<file path="config.mk">
export PLATFORM = sky130hd
export DESIGN_NAME = usb_ep0_host_engine
export DESIGN_NICKNAME = d
export VERILOG_FILES = /design/src/rtl/usb_ep0_pkg.sv /design/src/rtl/ep0_fifo.sv /design/src/rtl/ep0_nak_timer.sv /design/src/rtl/usb_ep0_host_engine.sv
export SDC_FILE = /design/constraint.sdc
export NUM_CORES = 1
export LEC_CHECK = 0
export BUFFER_PORTS_ARGS = -buffer_cell sky130_fd_sc_hd__buf_2
export CAP_MARGIN = 20
export CORE_AREA = 2 2 138 140
export DETAILED_ROUTE_END_ITERATION = 10
export DIE_AREA = 0 0 140 142
export PLACE_DENSITY = 0.53
export SLEW_MARGIN = 10
export SYNTH_ARGS = -nofsm -noshare
export SYNTH_HDL_FRONTEND = slang
export SYNTH_SLANG_ARGS = --single-unit
</file>
<file path="constraint.sdc">
create_clock -name clk -period 5.9 [get_ports clk]
set_input_delay 1.18 -clock clk [delete_from_list [all_inputs] [get_ports clk]]
set_output_delay 1.18 -clock clk [all_outputs]
set_load 0.01 [all_outputs]
</file>
<file path="src/rtl/usb_ep0_pkg.sv">
package usb_ep0_pkg;
  typedef enum logic [1:0] {
    HS_ACK   = 2'd0,
    HS_NAK   = 2'd1,
    HS_STALL = 2'd2,
    HS_NONE  = 2'd3
  } hs_e;

  typedef enum logic [2:0] {
    ST_IDLE, ST_TOKEN, ST_DATA, ST_WAIT, ST_HOLD
  } st_e;

  localparam int B_FLUSH = 0;
  localparam int B_TXRDY = 1;
  localparam int B_STALL = 2;
  localparam int B_SETUP = 3;
  localparam int B_ERR   = 4;
  localparam int B_NAKTO = 7;

  localparam logic [1:0] SEL_CSR    = 2'd0;
  localparam logic [1:0] SEL_ADDR   = 2'd1;
  localparam logic [1:0] SEL_NAKLIM = 2'd2;
  localparam logic [1:0] SEL_FIFO   = 2'd3;
endpackage

</file>
<file path="src/rtl/ep0_fifo.sv">
module ep0_fifo #(
  parameter int DW    = 8,
  parameter int DEPTH = 8,
  localparam int AW   = $clog2(DEPTH)
) (
  input  logic          clk,
  input  logic          rst,
  input  logic          wr_en,
  input  logic [DW-1:0] wr_data,
  input  logic          flush,
  input  logic [AW-1:0] rd_idx,
  output logic [DW-1:0] rd_data,
  output logic [AW:0]   cnt
);
  logic [DW-1:0] mem [DEPTH];
  logic          accept;

  assign accept  = wr_en && (cnt < (AW+1)'(DEPTH));
  assign rd_data = mem[rd_idx];

  // Storage carries no reset so it maps onto plain memory.
  always_ff @(posedge clk) begin
    if (accept) mem[cnt[AW-1:0]] <= wr_data;
  end

  always_ff @(posedge clk) begin
    if (rst || flush) cnt <= '0;
    else if (accept)  cnt <= cnt + 1'b1;
  end
endmodule

</file>
<file path="src/rtl/ep0_nak_timer.sv">
module ep0_nak_timer #(
  parameter int CW = 16,
  parameter int EW = 5
) (
  input  logic          clk,
  input  logic          rst,
  input  logic          restart,
  input  logic          run,
  input  logic          tick,
  input  logic [EW-1:0] exp_n,
  output logic          expired
);
  logic [CW:0] count;
  logic [CW:0] limit;
  logic        enabled;

  assign enabled = (exp_n >= EW'(2)) && (exp_n <= EW'(CW));
  assign limit   = enabled ? ((CW+1)'(1) << (exp_n - EW'(1))) : '1;
  assign expired = enabled && (count >= limit);

  always_ff @(posedge clk) begin
    if (rst || restart)              count <= '0;
    else if (run && tick && !(&count)) count <= count + 1'b1;
  end
endmodule

</file>
<file path="src/rtl/usb_ep0_host_engine.sv">
module usb_ep0_host_engine
  import usb_ep0_pkg::*;
#(
  parameter int ADDR_W    = 7,
  parameter int DW        = 8,
  parameter int PKT_LEN   = 8,
  parameter int MAX_TRIES = 3,
  parameter int NAK_CW    = 16,
  parameter int NAK_EW    = 5
) (
  input  logic              clk,
  input  logic              rst,
  input  logic              reg_wr,
  input  logic              reg_rd,
  input  logic [1:0]        reg_sel,
  input  logic [DW-1:0]     reg_wdata,
  output logic [DW-1:0]     reg_rdata,
  input  logic              frame_tick,
  output logic              tok_req,
  output logic [ADDR_W-1:0] tok_addr,
  output logic [3:0]        tok_ep,
  output logic              tx_valid,
  output logic [DW-1:0]     tx_byte,
  output logic              tx_last,
  input  logic              tx_ready,
  input  logic              hs_valid,
  input  logic [1:0]        hs_code,
  output logic              irq
);
  localparam int IDXW = $clog2(PKT_LEN);
  localparam int TW   = $clog2(MAX_TRIES + 1);

  st_e               st;
  logic              txrdy_f, setup_f, stall_f, err_f, nakto_f, irq_f;
  logic [ADDR_W-1:0] addr_q;
  logic [NAK_EW-1:0] naklim_q;
  logic [DW-1:0]     rdata_q;
  logic [IDXW-1:0]   byte_idx;
  logic [TW-1:0]     tries;
  logic [IDXW:0]     fifo_cnt;
  logic [DW-1:0]     fifo_q;
  logic              nak_expired;

  logic csr_wr, csr_rd, sw_ok, busy, hs_wait, start, flush, resume_wr, do_resume, ack_done;
  hs_e  hs;

  assign hs        = hs_e'(hs_code);
  assign busy      = (st == ST_TOKEN) || (st == ST_DATA) || (st == ST_WAIT);
  assign hs_wait   = (st == ST_WAIT);
  assign sw_ok     = (st == ST_IDLE) || (st == ST_HOLD);
  assign csr_wr    = reg_wr && (reg_sel == SEL_CSR);
  assign csr_rd    = reg_rd && (reg_sel == SEL_CSR);
  assign start     = csr_wr && (st == ST_IDLE) && reg_wdata[B_SETUP] && reg_wdata[B_TXRDY];
  assign flush     = csr_wr && sw_ok && reg_wdata[B_FLUSH];
  assign resume_wr = csr_wr && (st == ST_HOLD) && !reg_wdata[B_NAKTO];
  assign do_resume = resume_wr && (fifo_cnt != '0) && !reg_wdata[B_FLUSH];
  assign ack_done  = hs_wait && hs_valid && (hs == HS_ACK);

  ep0_fifo #(.DW(DW), .DEPTH(PKT_LEN)) u_fifo (
    .clk     (clk),
    .rst     (rst),
    .wr_en   (reg_wr && (reg_sel == SEL_FIFO) && (st == ST_IDLE)),
    .wr_data (reg_wdata),
    .flush   (flush || ack_done),
    .rd_idx  (byte_idx),
    .rd_data (fifo_q),
    .cnt     (fifo_cnt)
  );

  ep0_nak_timer #(.CW(NAK_CW), .EW(NAK_EW)) u_nak (
    .clk     (clk),
    .rst     (rst),
    .restart (start || do_resume),
    .run     (busy),
    .tick    (frame_tick),
    .exp_n   (naklim_q),
    .expired (nak_expired)
  );

  always_ff @(posedge clk) begin
    if (rst) begin
      st       <= ST_IDLE;
      txrdy_f  <= 1'b0;
      setup_f  <= 1'b0;
      stall_f  <= 1'b0;
      err_f    <= 1'b0;
      nakto_f  <= 1'b0;
      irq_f    <= 1'b0;
      byte_idx <= '0;
      tries    <= '0;
    end else begin
      if (csr_rd) irq_f <= 1'b0;
      if (csr_wr && sw_ok) begin
        if (!reg_wdata[B_STALL]) stall_f <= 1'b0;
        if (!reg_wdata[B_ERR])   err_f   <= 1'b0;
      end
      case (st)
        ST_IDLE: if (start) begin
          txrdy_f <= 1'b1;
          setup_f <= 1'b1;
          tries   <= '0;
          st      <= ST_TOKEN;
        end
        ST_TOKEN: begin
          byte_idx <= '0;
          st       <= ST_DATA;
        end
        ST_DATA: if (tx_ready) begin
          if (byte_idx == IDXW'(PKT_LEN - 1)) st <= ST_WAIT;
          else byte_idx <= byte_idx + 1'b1;
        end
        ST_WAIT: if (hs_valid) begin
          case (hs)
            HS_ACK: begin
              txrdy_f <= 1'b0; setup_f <= 1'b0; irq_f <= 1'b1; st <= ST_IDLE;
            end
            HS_STALL: begin
              stall_f <= 1'b1;
              txrdy_f <= 1'b0; setup_f <= 1'b0; irq_f <= 1'b1; st <= ST_IDLE;
            end
            HS_NONE: begin
              if (tries == TW'(MAX_TRIES - 1)) begin
                err_f   <= 1'b1;
                txrdy_f <= 1'b0; setup_f <= 1'b0; irq_f <= 1'b1; st <= ST_IDLE;
              end else begin
                tries <= tries + 1'b1;
                st    <= ST_TOKEN;
              end
            end
            default: begin
              if (nak_expired) begin
                nakto_f <= 1'b1; irq_f <= 1'b1; st <= ST_HOLD;
              end else begin
                st <= ST_TOKEN;
              end
            end
          endcase
        end
        ST_HOLD: if (resume_wr) begin
          nakto_f <= 1'b0;
          if (do_resume) begin
            tries <= '0;
            st    <= ST_TOKEN;
          end else begin
            txrdy_f <= 1'b0; setup_f <= 1'b0; st <= ST_IDLE;
          end
        end
        default: st <= ST_IDLE;
      endcase
    end
  end

  always_ff @(posedge clk) begin
    if (rst) begin
      addr_q   <= '0;
      naklim_q <= '0;
      rdata_q  <= '0;
    end else begin
      if (reg_wr && !busy && reg_sel == SEL_ADDR)   addr_q   <= reg_wdata[ADDR_W-1:0];
      if (reg_wr && !busy && reg_sel == SEL_NAKLIM) naklim_q <= reg_wdata[NAK_EW-1:0];
      if (reg_rd) begin
        case (reg_sel)
          SEL_CSR:    rdata_q <= {nakto_f, 2'b00, err_f, setup_f, stall_f, txrdy_f, 1'b0};
          SEL_ADDR:   rdata_q <= DW'(addr_q);
          SEL_NAKLIM: rdata_q <= DW'(naklim_q);
          default:    rdata_q <= DW'(fifo_cnt);
        endcase
      end
    end
  end

  assign reg_rdata = rdata_q;
  assign tok_req   = (st == ST_TOKEN);
  assign tok_addr  = addr_q;
  assign tok_ep    = 4'd0;
  assign tx_valid  = (st == ST_DATA);
  assign tx_byte   = fifo_q;
  assign tx_last   = (st == ST_DATA) && (byte_idx == IDXW'(PKT_LEN - 1));
  assign irq       = irq_f;
endmodule

</file>
======== Yosys cells after proc, flatten, opt, wreduce, memory -nomap -nowiden ========
Memories as Yosys holds them, arrays and structs flattened. A register that Yosys moved wholly into a read port is not among the register bits.
Index checks and enable logic that the tools add are counted.
cells by class
  shift operators ......................... 1
  order comparisons ....................... 4
  equality and inequality tests ........... 25
  muxes and demuxes ....................... 55
  $add $sub $neg .......................... 5
  reductions and logical operators ........ 50
operator list
  kind                                                                number
  two-way mux 3 bit                                                   10
  two-way mux 1 bit                                                   29
  logical AND 1 bit                                                   24
  case mux 8 bit (3 select lines)                                     1
  inequality test 2 bit (second input constant)                       9
  adder 17 x 1 -> 17 bit (second input constant)                      1
  greater-or-equal comparator 17 bit                                  1
  two-way mux 17 bit                                                  1
  AND reduction 17 bit                                                1
  << shifter 1 x 5 -> 17 bit (first input constant)                   1
  case mux 3 bit (5 select lines)                                     1
  AND reduction 7 bit                                                 2
  two-way mux 2 bit                                                   6
  case mux 3 bit (2 select lines)                                     2
  == test 2 bit (second input constant)                               5
  AND reduction 5 bit                                                 2
  logical OR 1 bit                                                    7
  == test 3 x 2 -> 1 bit (second input constant)                      2
  == test 3 bit (second input constant)                               2
  inequality test 2 x 1 -> 1 bit (second input constant)              3
  case mux 1 bit (2 select lines)                                     3
  case mux 2 bit (3 select lines)                                     1
  greater-or-equal comparator 5 x 2 -> 1 bit (second input constant)  1
  less-or-equal comparator 5 bit (second input constant)              1
  19 further kinds                                                    24
word-level totals
  register bits ........................... 54
  input port bits ......................... 19
  memories ................................ 1
  word-level logic and storage cells ...... 154
  output and inout port bits .............. 31
  memory bits (writable) .................. 64
memory list
  name        depth  bits a word  read ports  clocked after Yosys merged registers in  write ports  line            RTL
  u_fifo.mem  8      8            1           1                                        1            ep0_fifo.sv:15  logic [DW-1:0] mem [DEPTH];

======== Logic depth before layout (Yosys ltp) ========
Gate-level depths: netlist of the first run.
  word-level depth ........................ 9
  mapped depth ............................ 11
  depth with buffers taken out ............ 10

======== Cells and area by module ========
From an unflattened synthesis of the first run, not the netlist that was laid out.
unflattened totals
  cell total of the unflattened synthesis .. 508
  area total of the unflattened synthesis .. 5879.4 um^2
by module, submodules not included
  module               seq. area each (um^2)  cells each  area an instance (um^2)  instances
  ep0_fifo             2001.9                 122         2707.6                   1
  usb_ep0_host_engine  660.6                  193         1712.9                   1
  ep0_nak_timer        340.3                  193         1458.9                   1

======== Worst setup path before layout of the first run ========
No wires, ideal clock.
  kind .................................... input to register
  from .................................... input port reg_sel[0]
  to ...................................... memory u_fifo.mem[4][0], enable pin
  buffers on the path ..................... 1
  required time ........................... 5.517 ns
  stages on the path ...................... 5
  path slack .............................. 2.665 ns
  setup time .............................. 0.383 ns
  arrival time ............................ 2.852 ns
  cell sequence ........................... clkbuf_1 > nand4b_1 > nor3_1 > nand2_1 > nor3_1
between the ends
  cells in the longest elaborated chain, start to end .. 6
RTL lines
  element                                  line                       RTL
  from (decl)                              usb_ep0_host_engine.sv:15  input logic [1:0] reg_sel,
  == test 2 bit                            usb_ep0_host_engine.sv:62  .wr_en (reg_wr && (reg_sel == SEL_FIFO) && (st == ST_IDLE)),
  logical AND 1 bit (2 in series)          usb_ep0_host_engine.sv:62
  logical AND 1 bit                        ep0_fifo.sv:18             assign accept = wr_en && (cnt < (AW+1)'(DEPTH));
  two-way mux 1 bit                        ep0_fifo.sv:23             if (accept) mem[cnt[AW-1:0]] <= wr_data;
  two-way mux 1 bit (not written as such)  ep0_fifo.sv:23
  to (decl)                                ep0_fifo.sv:15
No other way between the ends.

==> results of run 1 <==
-- per-stage QoR --
stage / worst slack [ns] / hold slack (ns) / total power [uW] / util [%] / std cells
finish: 2.470 / 0.4620 / 1976 / 37.00 / 799
detailed placement: 2.256 / 0.4551 / 1014 / 33.84 / 765
floorplan: 2.665 / 0.4356 / 977.7 / - / 515
global placement: 2.409 / 0.4434 / 1011 / 33.69 / 764
global route: 2.235 / 0.4808 / 2053 / 36.98 / 798
CTS: 2.382 / 0.4625 / 2001 / 36.93 / 797
-- sequential cells by signal, indices dropped and copies added, names as in the netlist, named ones only --
signal,flops
u_fifo.mem,64
u_nak.count,17
reg_rdata,8
tok_addr,7
naklim_q,5
u_fifo.cnt,4
byte_idx,3
st,3
tries,2
err_f,1
irq,1
nakto_f,1
setup_f,1
stall_f,1
-- Yosys cell counts (all sizes together), types with 2 or more instances --
master,n
mux2i,21
nor2,61
and2,2
buf,8
o21a,3
clkbuf,22
nor3b,2
xor2,7
ha,24
a221oi,2
o311ai,3
a211oi,5
dfxtp,57
o211ai,3
and3,4
nand3,12
nor2b,3
nand4b,2
or3b,2
edfxtp,64
o21ai,26
nand4,6
inv,13
or2,5
nand2,32
and4,4
mux4,19
a21boi,2
nor3,10
nand3b,2
nor4,3
mux2,8
nand2b,8
or4b,2
a21oi,34
or3,4
and3b,2
xnor2,9
-- cells by family after synthesis --
| kind of cell | after synthesis | share of synthesized area [%] |
|---|---|---|
| AO/OA/AOI/OAI | 90 | 9.547 |
| XOR/XNOR | 16 | 2.408 |
| adder cells (fa/ha/maj) | 24 | 5.160 |
| buffers and inverters | 43 | 3.096 |
| flip-flops | 121 | 52.63 |
| multiplexers | 48 | 12.51 |
| other | 1 | 0.06444 |
| AND/OR/NAND/NOR | 169 | 14.58 |
-- cell type report --
class / count / area, um^2 / share of cell area, %
sequential: 121 / 3063 / 44.86
multi-input combinational: 351 / 2592 / 37.97
clock buffer: 19 / 464.2 / 6.799
tap: 234 / 292.8 / 4.288
timing repair buffer: 47 / 257.7 / 3.775
clock inverter: 13 / 106.4 / 1.558
inverter: 13 / 48.80 / 0.7147
antenna: 1 / 2.502 / 0.03665
-- worst max-delay path: stages (launching register included) --
cell and delay, ns:
dfxtp_1 0.69, buf_16 0.22, mux4_2 0.51, mux2_2 0.28, buf_2 0.14
-- final timing paths --
path / end / slack, ns / depth (start not counted)
max: tx_byte[7] / 2.47 / 4
min: tries[1]$_SDFFE_PP0P_ / 0.46 / 2
min reg2reg: tries[1]$_SDFFE_PP0P_ / 0.46 / 2
max reg2reg: irq$_SDFF_PP0_ / 2.54 / 10
-- per-layer routing --
| metal | GRT usage [%] | wire [um] | vias up |
|---|---|---|---|
| li1 | - | - | 1976 |
| met1 | 17.09 | 5895 | 1959 |
| met2 | 23.83 | 6699 | 90 |
| met3 | 4.643 | 663 | 17 |
| met4 | 5.688 | 266 | 0 |
| met5 | 0 | 0 | - |
-- layout by cell type, fill, tap and decap left out, types with 12 or more instances in the layout --
| master | n |
|---|---|
| nor2_1 | 61 |
| mux4_2 | 19 |
| o21ai_0 | 24 |
| edfxtp_1 | 64 |
| nand2_1 | 32 |
| ha_1 | 24 |
| nand3_1 | 12 |
| inv_1 | 13 |
| a21oi_1 | 34 |
| dfxtp_1 | 57 |
| buf_2 | 46 |
| mux2i_1 | 21 |
| clkbuf_16 | 18 |
-- report_power, final --
group	switching [uW]	internal, uW	total, uW	leakage [uW]
Sequential	8.81	892	901	0.00104
Combinational	59.9	34.6	94.5	0.00112
Clock	399	582	981	0.000275
==> impl_metrics.toml, run 1 <==
[outcome]
status = "complete, but fails checks"
violations = "design-rule violations"

[sta]
hold_violations = 0
tightest_slew_ns = 0.9165
setup_viol = 0
clock_skew_ns = 0.01011
setup_tns_ns = 0
slew_violations = 0
period_needed_ns = 3.430
relSlewSlack_pct = 38.33
rsz0062_at_grt = "no"
timing.final.crit_share_pct = 58.13
max_freq_ghz = 0.2915

[pwr]
ir_drop_uv = 195.3
p_leak_uw = 0.002427
power_density_nw_per_um2 = 289.5

[critical_path]
worstPathRequired_ns = 4.72
crit_fanout = 10
cp-start-kind = "flip-flop"
cp_data_arrival_time_ns = 2.25
critical_path_class = "reg2out"
end_kind = "output pin"
r2r_start = "naklim_q[4]$_SDFFE_PP0P_"

[place]
place.gp.congestion = 0.8356
dp.final_hpwl_mm = 9.848
placed_area_um2 = 6245
portBuffers = 45

[floorplanning]
initial_core_util_pct = 31.53
rows = 50
ios = 50
die_w_um = 140
core_area_um2 = 18460
die_y_um = 142
die_area_um2 = 19880

[logic_synthesis]
synth_ff_type = "edfxtp_1"
synthTopCellsByArea = "edfxtp_1 33%, dfxtp_1 20%, mux4_2 7.4%"
yosysWarnings = 0
synth.avg_cell_area_um2 = 11.37
synth_edf_count = 64
syn_inst = 512
async_reset_ff_share_pct = 0
yosysSeqAreaShare_pct = 52.63
synth_top_area_share_pct = 33.03
synth_area_um2 = 5819
synth.distinct_cells = 61
yosysTopAreaCell = "edfxtp_1"
ys_ff_latch = 121

[global_route]
grt_pass1_vias = 3946
antenna_found_initial = 1
grt_max_degree = 33
grt_overflow = 0
grt_pass1_wl_mm = 21.38
track_usage_pct = 14.24

[route]
wl_per_cell_um = 16.93
wl_mm = 13.53
via_per_inst = 5.059
drc = 6
vias = 4042
first_pass_iters = 10
detail-route-antenna-nets = 0
drtIter0Drc = 243

[cts]
cts_made_buffers = 17
cts_tree = "yes"
path_clk_slew_ns = 0.06
clockBufferDepth = 2
postCtsSetupRepairBufs = 0
clock_sinks = 121
clkLatencyLatePin_ns = 0.42
cts-hold-fix-buffers = 0
root_buffer = "clkbuf_16"
cts_max_level = 4
cts-resized-gates = 0

[min_path]
min_from = "tries[1]$_SDFFE_PP0P_"
hold_class = "reg2reg"

[final_layout]
fill_cells = 1786
drive_above_1_share_pct = 20.57
stdcell_area_um2 = 6828
fin_nets = 594
syn_to_final_growth_pct = 17.33

[run]
maxCapViolCount = 0
Power figures use the tool's default switching activity.
==> run 2, diff against run 1 <==
==> constraint.sdc (replaced) <==
create_clock -name clk -period 3.5 [get_ports clk]
set_input_delay 0.7 -clock clk [delete_from_list [all_inputs] [get_ports clk]]
set_output_delay 0.7 -clock clk [all_outputs]
set_load 0.01 [all_outputs]
==> impl_metrics.toml, run 2 (synthesis results as in run 1) <==
[sta]
setup_tns_ns = 0
slew_violations = 0
relSlewSlack_pct = 36.45
period_needed_ns = 3.129
tightest_slew_ns = 0.9413
clock_skew_ns = 0.007756
timing.final.crit_share_pct = 89.39
hold_violations = 0
rsz0062_at_grt = "no"
max_freq_ghz = 0.3196
fin_ws_ns = 0.3714
setup_viol = 0

[run]
maxCapViolCount = 0

[floorplanning]
ios = 50
die_area_um2 = 19880
die_y_um = 142
rows = 50
core_area_um2 = 18460
initial_core_util_pct = 31.53
die_w_um = 140

[global_route]
grt_max_degree = 33
track_usage_pct = 14.45
grt_overflow = 0
grt_pass1_wl_mm = 21.91
antenna_found_initial = 0
grt_pass1_vias = 4130

[critical_path]
cp-start-kind = "flip-flop"
crit_fanout = 17
cp_top_family = "compound AO/OA/AOI/OAI gates"
crit_chain = "nor4b_2 -> a21oi_1 -> or2_2 -> o21ai_0 -> ha_1 -> a211oi_1 -> o221ai_1 -> a211oi_1 -> o22ai_1 -> o311a_1"
crit_buf_inv = 0
cp_data_arrival_time_ns = 3.43
worstPathRequired_ns = 3.80
critical_path_class = "reg2reg"
cp_slowest_cell = "nor4b_2"
crit_top_cell = "a211oi_1"
end_kind = "flip-flop"
crit_path_max_incr_delay_ns = 0.51

[place]
place.gp.congestion = 0.8901
pre_cts_ws_ns = 0.4112
portBuffers = 45
dp.final_hpwl_mm = 9.729

[route]
wl_mm = 13.55
drtIter0Drc = 324
via_per_inst = 5.032
drc = 2
detail-route-antenna-nets = 0
vias = 4076
wl_per_cell_um = 16.73
first_pass_iters = 9

[cts]
postCtsSetupRepairBufs = 0
cts-hold-fix-buffers = 0
cts_made_buffers = 17
clkLatencyLatePin_ns = 0.42
cts_max_level = 4
clockBufferDepth = 2
cts_tree = "yes"
path_clk_slew_ns = 0.06
cts-resized-gates = 0
root_buffer = "clkbuf_16"
clock_sinks = 121

[final_layout]
syn_to_final_growth_pct = 18.79
final_common_cell = "edfxtp_1"
final_cell_mix = "64 x edfxtp_1, 61 x nor2_1, 57 x dfxtp_1"
drive_above_1_share_pct = 21.53
antennaDiodeCount = 0
fin_nets = 606
largest_register_ffs = 64

[pwr]
ir_drop_uv = 375.5
p_leak_uw = 0.002489
power_density_nw_per_um2 = 494.0

[outcome]
status = "complete, but fails checks"
violations = "design-rule violations"

[min_path]
hold_class = "reg2reg"
-- run 2: final cells by class --
class	instances	area (um^2)
well taps	234	292.8
inverters	13	48.80
multi-input cells	351	2587
clock buffers	21	471.7
fillers	1826	11540
clock inverters	11	118.9
repair buffers	59	330.3
flip-flops and latches	121	3063
-- run 2: through the flow --
step	util, %	power [uW]	hold slack [ns]	cells	area [um^2]
floorplan	-	1648	0.4356	515	5831
global placement	34.26	1709	0.4439	778	6322
detailed placement	34.26	1712	0.4604	778	6322
CTS	37.46	3456	0.4680	810	6913
global route	37.46	3537	0.4934	810	6913
finish	37.46	3415	0.4638	810	6913
-- run 2: power breakdown --
| part | total, uW | switching (uW) | internal, uW | leakage, uW |
|---|---|---|---|---|
| Clock | 1730 | 629 | 1110 | 0.000282 |
| Sequential | 1520 | 12.0 | 1500 | 0.00104 |
| Combinational | 165 | 104 | 60.4 | 0.00117 |
-- run 2: routing by layer --
layer  up-vias  share of wire (%)  global-route usage, %
met4         0                2.1                  5.901
met2        77                 49                  24.09
met1      1978                 45                  17.84
li1       1997                  -                      -
met5         -                  0                      0
met3        24                4.0                  4.004
-- run 2: worst min-delay path: cells and delay by family, from the launching register on --
kind	cells	cell delay, ns
flops	1	0.31
simple gates	1	0.05
compound gates	1	0.05
-- run 2: final timing paths --
kind | startpoint | to | slack [ns] | cells past startpoint
setup / recovery | naklim_q[3]$_SDFFE_PP0P_ | irq$_SDFF_PP0_ | 0.37 | 10
hold reg to reg | tries[1]$_SDFFE_PP0P_ | tries[1]$_SDFFE_PP0P_ | 0.46 | 2
setup reg to reg | naklim_q[3]$_SDFFE_PP0P_ | irq$_SDFF_PP0_ | 0.37 | 10
hold / removal | tries[1]$_SDFFE_PP0P_ | tries[1]$_SDFFE_PP0P_ | 0.46 | 2
==> run 3, diff against run 2 <==
--- a/config.mk
+++ b/config.mk
@@ -11,6 +11,7 @@
 export DETAILED_ROUTE_END_ITERATION = 10
 export DIE_AREA = 0 0 140 142
 export PLACE_DENSITY = 0.53
+export RECOVER_POWER = 100
 export SLEW_MARGIN = 10
 export SYNTH_ARGS = -nofsm -noshare
 export SYNTH_HDL_FRONTEND = slang
==> impl_metrics.toml, run 3 (synthesis results as in run 1) <==
[min_path]
hold_class = "reg2reg"

[critical_path]
end_kind = "flip-flop"
crit_chain = "nor4b_2 -> a21oi_1 -> or2_2 -> o21ai_0 -> ha_1 -> a211oi_1 -> o221ai_1 -> a211oi_1 -> o22ai_1 -> o311a_1"
cp_top_family = "compound AO/OA/AOI/OAI gates"
cp_slowest_cell = "nor4b_2"
crit_top_cell = "a211oi_1"
cp_data_arrival_time_ns = 3.41
worstPathRequired_ns = 3.80
crit_path_max_incr_delay_ns = 0.49
reg2reg_slack_ns = 0.39
crit_buf_inv = 0
critical_path_class = "reg2reg"
crit_fanout = 17
cp-start-kind = "flip-flop"

[final_layout]
antennaDiodeCount = 0
final_common_cell = "edfxtp_1"
fin_nets = 606
largest_register_ffs = 64
syn_to_final_growth_pct = 17.39
final_cell_mix = "64 x edfxtp_1, 61 x nor2_1, 57 x dfxtp_1"
drive_above_1_share_pct = 13.72
fin_cells = 810

[route]
wl_mm = 13.55
routed.top_layer = "met4"
wl_met2_mm = 6.693
first_pass_iters = 10
wl_met1_mm = 6.089
drtIter0Drc = 357
vias = 4076
via_per_inst = 5.032
drc = 2
detail-route-antenna-nets = 0
wl_per_cell_um = 16.73
wl_met3_um = 539

[sta]
relSlewSlack_pct = 36.98
hold_ws_ns = 0.4627
setup_viol = 0
max_freq_ghz = 0.3215
period_needed_ns = 3.110
hold_violations = 0
slew_violations = 0
rsz0062_at_grt = "no"
clock_skew_ns = 0.007517
timing.final.crit_share_pct = 88.86
setup_tns_ns = 0
tightest_slew_ns = 0.9334

[cts]
cts_max_level = 4
root_buffer = "clkbuf_16"
clkLatencyLatePin_ns = 0.41
cts_made_buffers = 17
clock_sinks = 121
cts_tree = "yes"
clockBufferDepth = 2
cts-hold-fix-buffers = 0
postCtsSetupRepairBufs = 0
cts-resized-gates = 0
path_clk_slew_ns = 0.06

[global_route]
grt_max_degree = 33
track_usage_pct = 14.45
grt_overflow = 0
grt_pass1_wl_mm = 21.91
grt_pass1_vias = 4130
antenna_found_initial = 0

[pwr]
p_leak_uw = 0.002321
power_density_nw_per_um2 = 498.4
switching_share_pct = 21.67
power_switching_uw = 737.9
p_clk_share_pct = 50.7
internal_power_uw = 2667
power_frac_comb_pct = 4.7
ir_drop_uv = 371.6
power.share.sequential_pct = 44.6

[floorplanning]
die_w_um = 140
core_area_um2 = 18460
die_area_um2 = 19880
initial_core_util_pct = 31.53
die_y_um = 142
ios = 50
rows = 50

[run]
maxCapViolCount = 0

[outcome]
violations = "design-rule violations"
status = "complete, but fails checks"

[place]
placed_cells = 778
place.gp.congestion = 0.8901
portBuffers = 45
dp.final_hpwl_mm = 9.729
-- run 3: worst min-delay path, stage by stage (launching register included) --
cell and delay (ns):
dfxtp_1 0.31, nand2_1 0.05, a21oi_1 0.05
-- run 3: path summary, 6_finish.rpt --
kind	endpoint	depth (start not counted)	start
worst max-delay path	irq$_SDFF_PP0_	10	naklim_q[3]$_SDFFE_PP0P_
worst min-delay path	tries[1]$_SDFFE_PP0P_	2	tries[1]$_SDFFE_PP0P_
worst max register to register	irq$_SDFF_PP0_	10	naklim_q[3]$_SDFFE_PP0P_
worst min register to register	tries[1]$_SDFFE_PP0P_	2	tries[1]$_SDFFE_PP0P_
-- run 3: per-stage QoR --
| stage | instance area [um^2] | setup WS [ns] | utilization [%] | power (uW) |
|---|---|---|---|---|
| CTS | 6913 | 0.3956 | 37.46 | 3456 |
| detailed placement | 6322 | 0.4112 | 34.26 | 1712 |
| global route | 6832 | 0.1160 | 37.02 | 3533 |
| finish | 6832 | 0.3900 | 37.02 | 3405 |
| floorplan | 5831 | 0.7445 | - | 1648 |
| global placement | 6322 | 0.5260 | 34.26 | 1709 |
-- run 3: power groups by stage --
stage | clock network [uW] | logic [uW] | registers [uW]
global placement | 0 | 164 | 1550
finish | 1730 | 160 | 1520
CTS | 1770 | 167 | 1520
detailed placement | 0 | 166 | 1550
global route | 1830 | 182 | 1520
floorplan | 0 | 106 | 1540
-- run 3: metal layers --
metal	global-route usage (%)	up-vias
met5	0	-
met4	5.901	0
met3	4.004	17
met2	24.09	79
met1	17.84	1981
li1	-	1999
-- run 3: final cells by class --
class	count	area (um^2)
timing repair buffer	59	249.0
inverter	13	48.80
clock buffer	21	471.7
sequential	121	3063
tap	234	292.8
fill	1830	11620
multi-input combinational	351	2587
clock inverter	11	118.9
